==> config.mk <==
export PLATFORM = sky130hd
export DESIGN_NAME = hpr_arbiter
export DESIGN_NICKNAME = d
export VERILOG_FILES = /design/src/rtl/hpr_pkg.sv /design/src/rtl/hpr_lowpick.sv /design/src/rtl/hpr_rr_pick.sv /design/src/rtl/hpr_ptr_reg.sv /design/src/rtl/hpr_arbiter.sv
export SDC_FILE = /design/constraint.sdc
export NUM_CORES = 1
export LEC_CHECK = 0
export CAP_MARGIN = 20
export CORE_MARGIN = 10
export CORE_UTILIZATION = 40
export CTS_CLUSTER_DIAMETER = 30
export DETAILED_ROUTE_END_ITERATION = 6
export PLACE_DENSITY = 0.76
export SLEW_MARGIN = 15
export SYNTH_ARGS = -nofsm -noshare
export SYNTH_HDL_FRONTEND = slang
export SYNTH_SLANG_ARGS = --single-unit
==> constraint.sdc <==
create_clock -name clk -period 6.4 [get_ports clk]
set_input_delay 1.28 -clock clk [delete_from_list [all_inputs] [get_ports clk]]
set_output_delay 1.28 -clock clk [all_outputs]
set_load 0.02 [all_outputs]
==> src/rtl/hpr_pkg.sv <==
package hpr_pkg;

   // Size of the strict-priority group for each mode code.
   function automatic int unsigned grp_size(input logic [1:0] m,
                                            input int unsigned ga,
                                            input int unsigned gb,
                                            input int unsigned gc);
      case (m)
         2'b00:   grp_size = 0;
         2'b01:   grp_size = ga;
         2'b10:   grp_size = gb;
         default: grp_size = gc;
      endcase
   endfunction

endpackage

==> src/rtl/hpr_lowpick.sv <==
module hpr_lowpick #(
   parameter int W     = 8,
   parameter int IDX_W = (W > 1) ? $clog2(W) : 1
) (
   input  logic [W-1:0]     vec,
   output logic             found,
   output logic [IDX_W-1:0] idx
);
   always_comb begin
      found = 1'b0;
      idx   = '0;
      for (int i = W - 1; i >= 0; i--) begin
         if (vec[i]) begin
            found = 1'b1;
            idx   = IDX_W'(i);
         end
      end
   end
endmodule

==> src/rtl/hpr_rr_pick.sv <==
module hpr_rr_pick #(
   parameter int NUM_CH = 40,
   localparam int IDX_W = $clog2(NUM_CH)
) (
   input  logic [NUM_CH-1:0] cand,
   input  logic [IDX_W-1:0]  start,
   output logic              found,
   output logic [IDX_W-1:0]  idx
);
   logic [NUM_CH-1:0] upper_mask;
   logic [IDX_W-1:0]  up_idx, all_idx;
   logic              up_found, all_found;

   for (genvar i = 0; i < NUM_CH; i++) begin : g_up
      assign upper_mask[i] = (IDX_W'(i) >= start);
   end

   hpr_lowpick #(.W(NUM_CH), .IDX_W(IDX_W)) u_up (
      .vec(cand & upper_mask), .found(up_found), .idx(up_idx));
   hpr_lowpick #(.W(NUM_CH), .IDX_W(IDX_W)) u_all (
      .vec(cand), .found(all_found), .idx(all_idx));

   assign found = all_found;
   assign idx   = up_found ? up_idx : all_idx;
endmodule

==> src/rtl/hpr_ptr_reg.sv <==
module hpr_ptr_reg #(
   parameter int IDX_W = 6
) (
   input  logic             clk,
   input  logic             rst_n,
   input  logic [IDX_W-1:0] d,
   output logic [IDX_W-1:0] q
);
   always_ff @(posedge clk) begin
      if (!rst_n) q <= '0;
      else        q <= d;
   end
endmodule

==> src/rtl/hpr_arbiter.sv <==
module hpr_arbiter #(
   parameter int NUM_CH = 40,
   parameter int GRP_A  = 2,
   parameter int GRP_B  = 4,
   parameter int GRP_C  = 16,
   localparam int IDX_W = $clog2(NUM_CH)
) (
   input  logic              clk,
   input  logic              rst_n,
   input  logic [NUM_CH-1:0] req,
   input  logic [1:0]        mode,
   input  logic              accept,
   output logic [NUM_CH-1:0] grant,
   output logic [IDX_W-1:0]  grant_idx,
   output logic              grant_vld
);
   if (NUM_CH < 17) begin : g_bad_n
      $error("hpr_arbiter: NUM_CH must be at least 17");
   end
   if (!(GRP_A > 0 && GRP_A <= GRP_B && GRP_B <= GRP_C && GRP_C < NUM_CH)) begin : g_bad_grp
      $error("hpr_arbiter: group sizes must ascend and stay below NUM_CH");
   end

   logic [IDX_W-1:0]  psize, ptr_q, ptr_d, eff_ptr, pidx, ridx;
   logic [NUM_CH-1:0] pmask;
   logic              pfound, rfound;

   assign psize = IDX_W'(hpr_pkg::grp_size(mode, GRP_A, GRP_B, GRP_C));

   for (genvar i = 0; i < NUM_CH; i++) begin : g_pmask
      assign pmask[i] = (IDX_W'(i) < psize);
   end

   // Pointer inside the priority group behaves as the first rotation bit.
   assign eff_ptr = (ptr_q < psize) ? psize : ptr_q;

   hpr_lowpick #(.W(NUM_CH), .IDX_W(IDX_W)) u_prio (
      .vec(req & pmask), .found(pfound), .idx(pidx));

   hpr_rr_pick #(.NUM_CH(NUM_CH)) u_rr (
      .cand(req & ~pmask), .start(eff_ptr), .found(rfound), .idx(ridx));

   assign grant_vld = pfound | rfound;
   assign grant_idx = pfound ? pidx : ridx;

   for (genvar i = 0; i < NUM_CH; i++) begin : g_grant
      assign grant[i] = grant_vld && (grant_idx == IDX_W'(i));
   end

   always_comb begin
      ptr_d = eff_ptr;
      if (grant_vld && accept && !pfound) begin
         if (ridx == IDX_W'(NUM_CH - 1)) ptr_d = psize;
         else                            ptr_d = ridx + 1'b1;
      end
   end

   hpr_ptr_reg #(.IDX_W(IDX_W)) u_ptr (
      .clk(clk), .rst_n(rst_n), .d(ptr_d), .q(ptr_q));


   idle_chk: assert property (@(posedge clk) disable iff (!rst_n)
      (req == '0) |-> (!grant_vld && grant == '0));

   onehot_chk: assert property (@(posedge clk) disable iff (!rst_n)
      (req != '0) |-> (grant_vld && $onehot(grant) && (grant & ~req) == '0));

   prio_first_chk: assert property (@(posedge clk) disable iff (!rst_n)
      ((req & pmask) != '0) |-> (grant_idx < psize));

   prio_order_chk: assert property (@(posedge clk) disable iff (!rst_n)
      (grant_vld && grant_idx < psize) |->
         ((req & ((NUM_CH'(1) << grant_idx) - NUM_CH'(1))) == '0));

   advance_chk: assert property (@(posedge clk) disable iff (!rst_n)
      (grant_vld && accept && grant_idx >= psize && grant_idx != IDX_W'(NUM_CH - 1))
         |=> (ptr_q == $past(grant_idx) + 1'b1));

   hold_chk: assert property (@(posedge clk) disable iff (!rst_n)
      (!accept || !grant_vld || grant_idx < psize) |=> (ptr_q == $past(eff_ptr)));
endmodule

Yosys cells after proc, flatten, opt, wreduce, memory -nomap -nowiden --
Index checks and enable logic that the tools add are counted.
Storage, ports and cells: flip-flop bits (word level) 6, input port bits 45, output and inout bits 47, word-level logic and storage cells 421
Operators by class: $add $sub $neg 1, order comparisons 81, equal/unequal tests 42, muxes and demuxes 246, bitwise gates (word level) 5, reduce and logical (&&, ||, !) cells 45
Operators with widths (number):
- $mux 6 | 125
- $and 40x40->40 | 3
- $mux 1 | 120
- $eq 6x5->1 const B | 16
- $ge 5x6->1 const A | 16
- $lt 5x6->1 const A | 16
- $eq 6x6->1 const B | 9
- $eq 6x4->1 const B | 8
- $ge 4x6->1 const A | 8
- $ge 6x6->1 const A | 8
- $lt 4x6->1 const A | 8
- $lt 6x6->1 const A | 8
- $logic_and 1x1->1 | 42
- $not 40->40 | 1
- $eq 6x3->1 const B | 4
- $ge 3x6->1 const A | 4
- $lt 3x6->1 const A | 4
- $pmux 5 s3 | 1
- $eq 6x2->1 const B | 2
- $ge 1x6->1 const A | 2
- $ge 2x6->1 const A | 2
- $lt 1x6->1 const A | 2
- $lt 2x6->1 const A | 2
- $add 6x1->6 const B | 1
- 8 further kinds | 8

Depth between registers and ports, before layout --
depth in word-level cells 50, gate-level depth with buffers 21, depth with buffers taken out 17

Cells and area by module --
Synthesis repeated with hierarchy kept, for this count alone.
Second synthesis, totals: cells, all modules 548, area total of the unflattened synthesis 3373.2 µm²
By module, submodules not included:
- hpr_lowpick | times used 3, cells each 87, area each 495.5 µm², sequential area each 0.0 µm²
- hpr_arbiter | times used 1, cells each 184, area each 1053.5 µm², sequential area each 0.0 µm²
- hpr_rr_pick | times used 1, cells each 91, area each 675.6 µm², sequential area each 0.0 µm²
- hpr_ptr_reg | times used 1, cells each 12, area each 157.7 µm², sequential area each 120.1 µm²

Worst setup path before layout --
Ideal clock, no wire load.
path kind input-to-output, from in mode[0], to out grant[28], arrival time 5363 ps, data required time 5120 ps, setup slack -243 ps, cell stages on the path 16, buffers on the path 2, cell sequence and2_1 buf_4 inv_2 buf_1 ha_1 and4bb_2 nor4b_4 a2111oi_2 o21a_1 or4_1 nor4_2 o221ai_2 a211oi_4 inv_2 nor3_2 nor2b_1
On the way: cells in the longest elaborated chain, start to end 50, elaborated cells between the ends (all ways) 335, those cells by class order compare: 81; eq/ne: 3; mux: 244; bitwise: 5; reduce/logical: 2
Ends and longest elaborated chain:
- start, declared | RTL line hpr_arbiter.sv:11 | input logic [1:0] mode,
- $eq 2x2->1 (tied with other cells) | RTL line hpr_pkg.sv:8 | case (m)
- $pmux 5 s3 (*) | RTL line hpr_pkg.sv:8
- $lt 6x6->1, on equally long branches | RTL line hpr_arbiter.sv:35, hpr_arbiter.sv:31
- $mux 6 / $not 40->40 (equally long branches) | RTL line hpr_arbiter.sv:35, hpr_arbiter.sv:41
- $ge 6x6->1 / $and 40x40->40 (equally long branches) | RTL line hpr_rr_pick.sv:15, hpr_arbiter.sv:41
- $and 40x40->40 | RTL line hpr_rr_pick.sv:19 | .vec(cand & upper_mask), .found(up_found), .idx(up_idx));
- $mux 1 (40 in a row) | RTL line hpr_lowpick.sv:13 | if (vec[i]) begin
- $mux 6 | RTL line hpr_rr_pick.sv:24 | assign idx = up_found ? up_idx : all_idx;
- $mux 6 (*) | RTL line hpr_arbiter.sv:44 | assign grant_idx = pfound ? pidx : ridx;
- named net grant_idx[3] | RTL line hpr_arbiter.sv:14 | output logic [IDX_W-1:0] grant_idx,
- $eq 6x5->1 (*) | RTL line hpr_arbiter.sv:47 | assign grant[i] = grant_vld && (grant_idx == IDX_W'(i));
- $logic_and 1x1->1 (*) | RTL line hpr_arbiter.sv:47
- end, declared | RTL line hpr_arbiter.sv:13 | output logic [NUM_CH-1:0] grant,
The timed path passes the listed nets; every way through them passes the cells marked *.

Worst setup path after layout --
from in mode[1], to out grant[35]
On the way: cells in the longest elaborated chain, start to end 50, elaborated cells between the ends (all ways) 335, those cells by class order compare: 81; eq/ne: 3; mux: 244; bitwise: 5; reduce/logical: 2
Ends and longest elaborated chain (RTL line):
- $eq 2x2->1 (tied with other cells) | hpr_pkg.sv:8
- $pmux 5 s3 (*) | hpr_pkg.sv:8
- $lt 6x6->1, on equally long branches | hpr_arbiter.sv:35, hpr_arbiter.sv:31
- $mux 6 / $not 40->40 (equally long branches) | hpr_arbiter.sv:35, hpr_arbiter.sv:41
- $ge 6x6->1 / $and 40x40->40 (equally long branches) | hpr_rr_pick.sv:15, hpr_arbiter.sv:41
- $and 40x40->40 | hpr_rr_pick.sv:19
- $mux 6 / $mux 1 (equally long branches) (40 in a row) | hpr_lowpick.sv:13
- $mux 6 | hpr_rr_pick.sv:24
- $mux 6 | hpr_arbiter.sv:44
- $eq 6x6->1 | hpr_arbiter.sv:47
- $logic_and 1x1->1 (*) | hpr_arbiter.sv:47
Mark *: on every way between the ends. The rest lies on a longest branch, timed or not.

==> results.yml <==
status:
  outcome: "finished, final reports clean"
cells_and_area:
  finalNonFillerCells: 855
  drive_gt1_share_pct: 41.83
  register_area_um2: 120.1
  nFillCells: 616
  area_growth_pct: 82.57
  fin_nets: 803
  layout_commonest_cell: "buf_4"
  largest_reg_flops: 6
  top_register: "u_ptr.q"
  fin_util_pct: 75.26
  final_cell_mix: "buf_4 (173), nor2_1 (69), clkdlybuf4s50_1 (43)"
  antenna_cells: 0
  multi_input_area_um2: 3303
  reg_top3: "u_ptr.q x6"
cts:
  clkSinkCount: 6
  clk_pin_slew_ns: 0.04
  cts_tree: "built"
  cts_root_buf: "clkbuf_8"
  numCtsBuffers: 3
  cts_hold_buf: 0
  clkLatencyLatePin_ns: 0.22
  clk_path_buf_depth: 2
  cts_max_level: 1
setup_path:
  crit_path_max_fanout: 8
  crit_required_ns: 5.12
  worstPathArrival_ns: 5.04
  end_kind: "output pin"
  slowest_stage: "o31a_1"
  path_cells: "clkbuf_2 > and2_4 > inv_2 > ha_4 > buf_4 > o31a_1 > buf_4 > nor2_1 > and3_1 > a211oi_2 > nor3b_2 > buf_4 > and4b_2 > buf_4 > and2_4 > a32o_2 > o21ai_2 > buf_6 > nand3_2 > nor2_1 > clkdlybuf4s15_2"
  cpPeakStageDelay_ns: 0.32
  cp_common_cell: "buf_4"
  path_class: "in -> out"
  cp-start-kind: "input pin"
timing:
  fmax_mhz: 158.2
  tightest_slew_ns: 0.7502
  slew_headroom_pct: 49.92
  setup_viol: 0
  fin_hold_ws_ns: 0.6629
  fin_setup_tns_ns: 0
  report.final.slew_viol_count: 0
  finClkSkew_ns: 0.002348
  hold_viol: 0
  fin_crit_ns: 6.322
  fin_crit_sh_pct: 98.78
place:
  placedCellCount: 824
  port_buffers: 91
  dp_hpwl_um: 14120
  gp_congestion: 1.043
die:
  rows: 32
  ios: 92
  core_um2: 7767
  die-width_um: 109.5
  fp.dieArea_um2: 11980
  die_y_um: 109.5
  start_util_pct: 41.22
routing:
  vias_per_cell: 6.331
  drc: 0
  via_count: 5413
  wire_per_inst_um: 21.80
  wl_um: 18640
  drt_iter0_markers: 529
  antenna_left: 0
  dr.pass1.iters: 5
synth:
  synthFlopType: "dfxtp_1"
  ys_ff_latch: 6
  yosysWarnings: 0
  syn_area_um2: 3202
  synth_edf_count: 0
  async_flop_share_pct: 0
  synth_cells: 509
  syn_area_per_cell_um2: 6.290
  seq_area_frac_synth_pct: 3.751
  ys_types: 81
  synth_nets: 557
pwr:
  cellLeakagePower_uw: 0.002530
  p_seq_share_pct: 6.3
  power.density_nw_per_um2: 128.2
  internal_power_uw: 387.4
  ir_worst_vdd_mv: 0.1696
  p_comb_share_pct: 86.1
  switching_share_pct: 48.31
  power.total_uw: 749.4
  clockPowerShare_pct: 7.5
  p_switching_uw: 362.0
run:
  drv_cap: 0
min_path:
  hp-class: "reg -> reg"
grt:
  grtUsageTotal_pct: 29.02
  antenna_found_initial: 0
  grt_pass1_vias: 5141
  grt_pass1_wl_um: 28030
  grt_max_degree: 20
  grt.overflow.total: 0
[what timing repair did]
action / 4_1_cts / 5_1_grt
cloned: 1 / 1
gates resized for setup: 233 / 33
endpoints found under the hold margin: 0 / 0
setup buffers: 17 / 10
setup endpoints to repair: 46 / 44
pin swaps: 27 / 25
[worst paths after layout]
check        cells past startpoint  slack, ns       start    endpoint
max                             21       0.08     mode[1]   grant[35]
min                              1       0.66  u_ptr.q[5]  u_ptr.q[5]
max reg2reg                     18       2.02  u_ptr.q[3]  u_ptr.q[4]
min reg2reg                      1       0.66  u_ptr.q[5]  u_ptr.q[5]
[per-stage QoR]
stage / instance area [um2] / setup slack (ns)
detailed placement: 5320 / -1.134
global placement: 5320 / -0.9741
CTS: 5657 / -0.002643
global route: 5846 / -0.02642
floorplan: 3264 / -0.02469
finish: 5846 / 0.07795
[critical path: cells and delay by family]
kind / cells / cell delay (ns)
AND/OR/NAND/NOR: 8 / 1.35
buffers and inverters: 8 / 1.29
AO/OA/AOI/OAI: 4 / 0.86
adder cells (fa/ha/maj): 1 / 0.26
[per-layer routing]
metal / vias up / track usage [%] / routed length [um]
li1: 2479 / - / -
met1: 2546 / 38.16 / 7432
met2: 330 / 47.10 / 8681
met3: 58 / 5.500 / 1880
met4: 0 / 8.364 / 640
met5: - / 0 / 0
[Yosys cell counts (8+ instances only)]
cell / number / area share (%)
nand2b_1: 9 / 1.8
nand3_1: 25 / 3.9
nor3_1: 27 / 4.2
buf_2: 10 / 1.6
nand2_1: 26 / 3.0
a31oi_1: 10 / 2.0
clkbuf_1: 11 / 1.3
inv_1: 21 / 2.5
a211oi_1: 8 / 1.9
o211ai_1: 19 / 4.5
nor2b_1: 20 / 3.9
nor2_1: 70 / 8.2
o21ai_0: 29 / 4.5
a21oi_1: 42 / 6.6
and3_1: 8 / 1.6
[power by group through the flow]
stage	clock network [uW]	logic (uW)	registers, uW
3_5_place_dp	0	523	46.8
3_3_place_gp	0	517	47.0
2_1_floorplan	0	256	43.8
5_1_grt	60.6	679	47.7
6_report	56.5	645	47.6
4_1_cts	56.8	581	46.9
[area by class of cell]
| class | instances | area share [%] |
|---|---|---|
| clock buffers | 3 | 0.7063 |
| inverters | 25 | 1.605 |
| multi-input cells | 453 | 56.51 |
| flip-flops and latches | 6 | 2.055 |
| well taps | 102 | 2.183 |
| repair buffers | 266 | 36.94 |
[logic make-up after synthesis]
group                    count (synthesis)  share of synthesized area (%)
buffers and inverters                   52                          6.839
AND/OR/NAND/NOR                        240                          40.76
AO/OA/AOI/OAI                          205                          46.54
adder cells (fa/ha/maj)                  3                          1.172
multiplexers                             3                         0.9379
flip-flops                               6                          3.752
(Power assumes the default switching activity.)
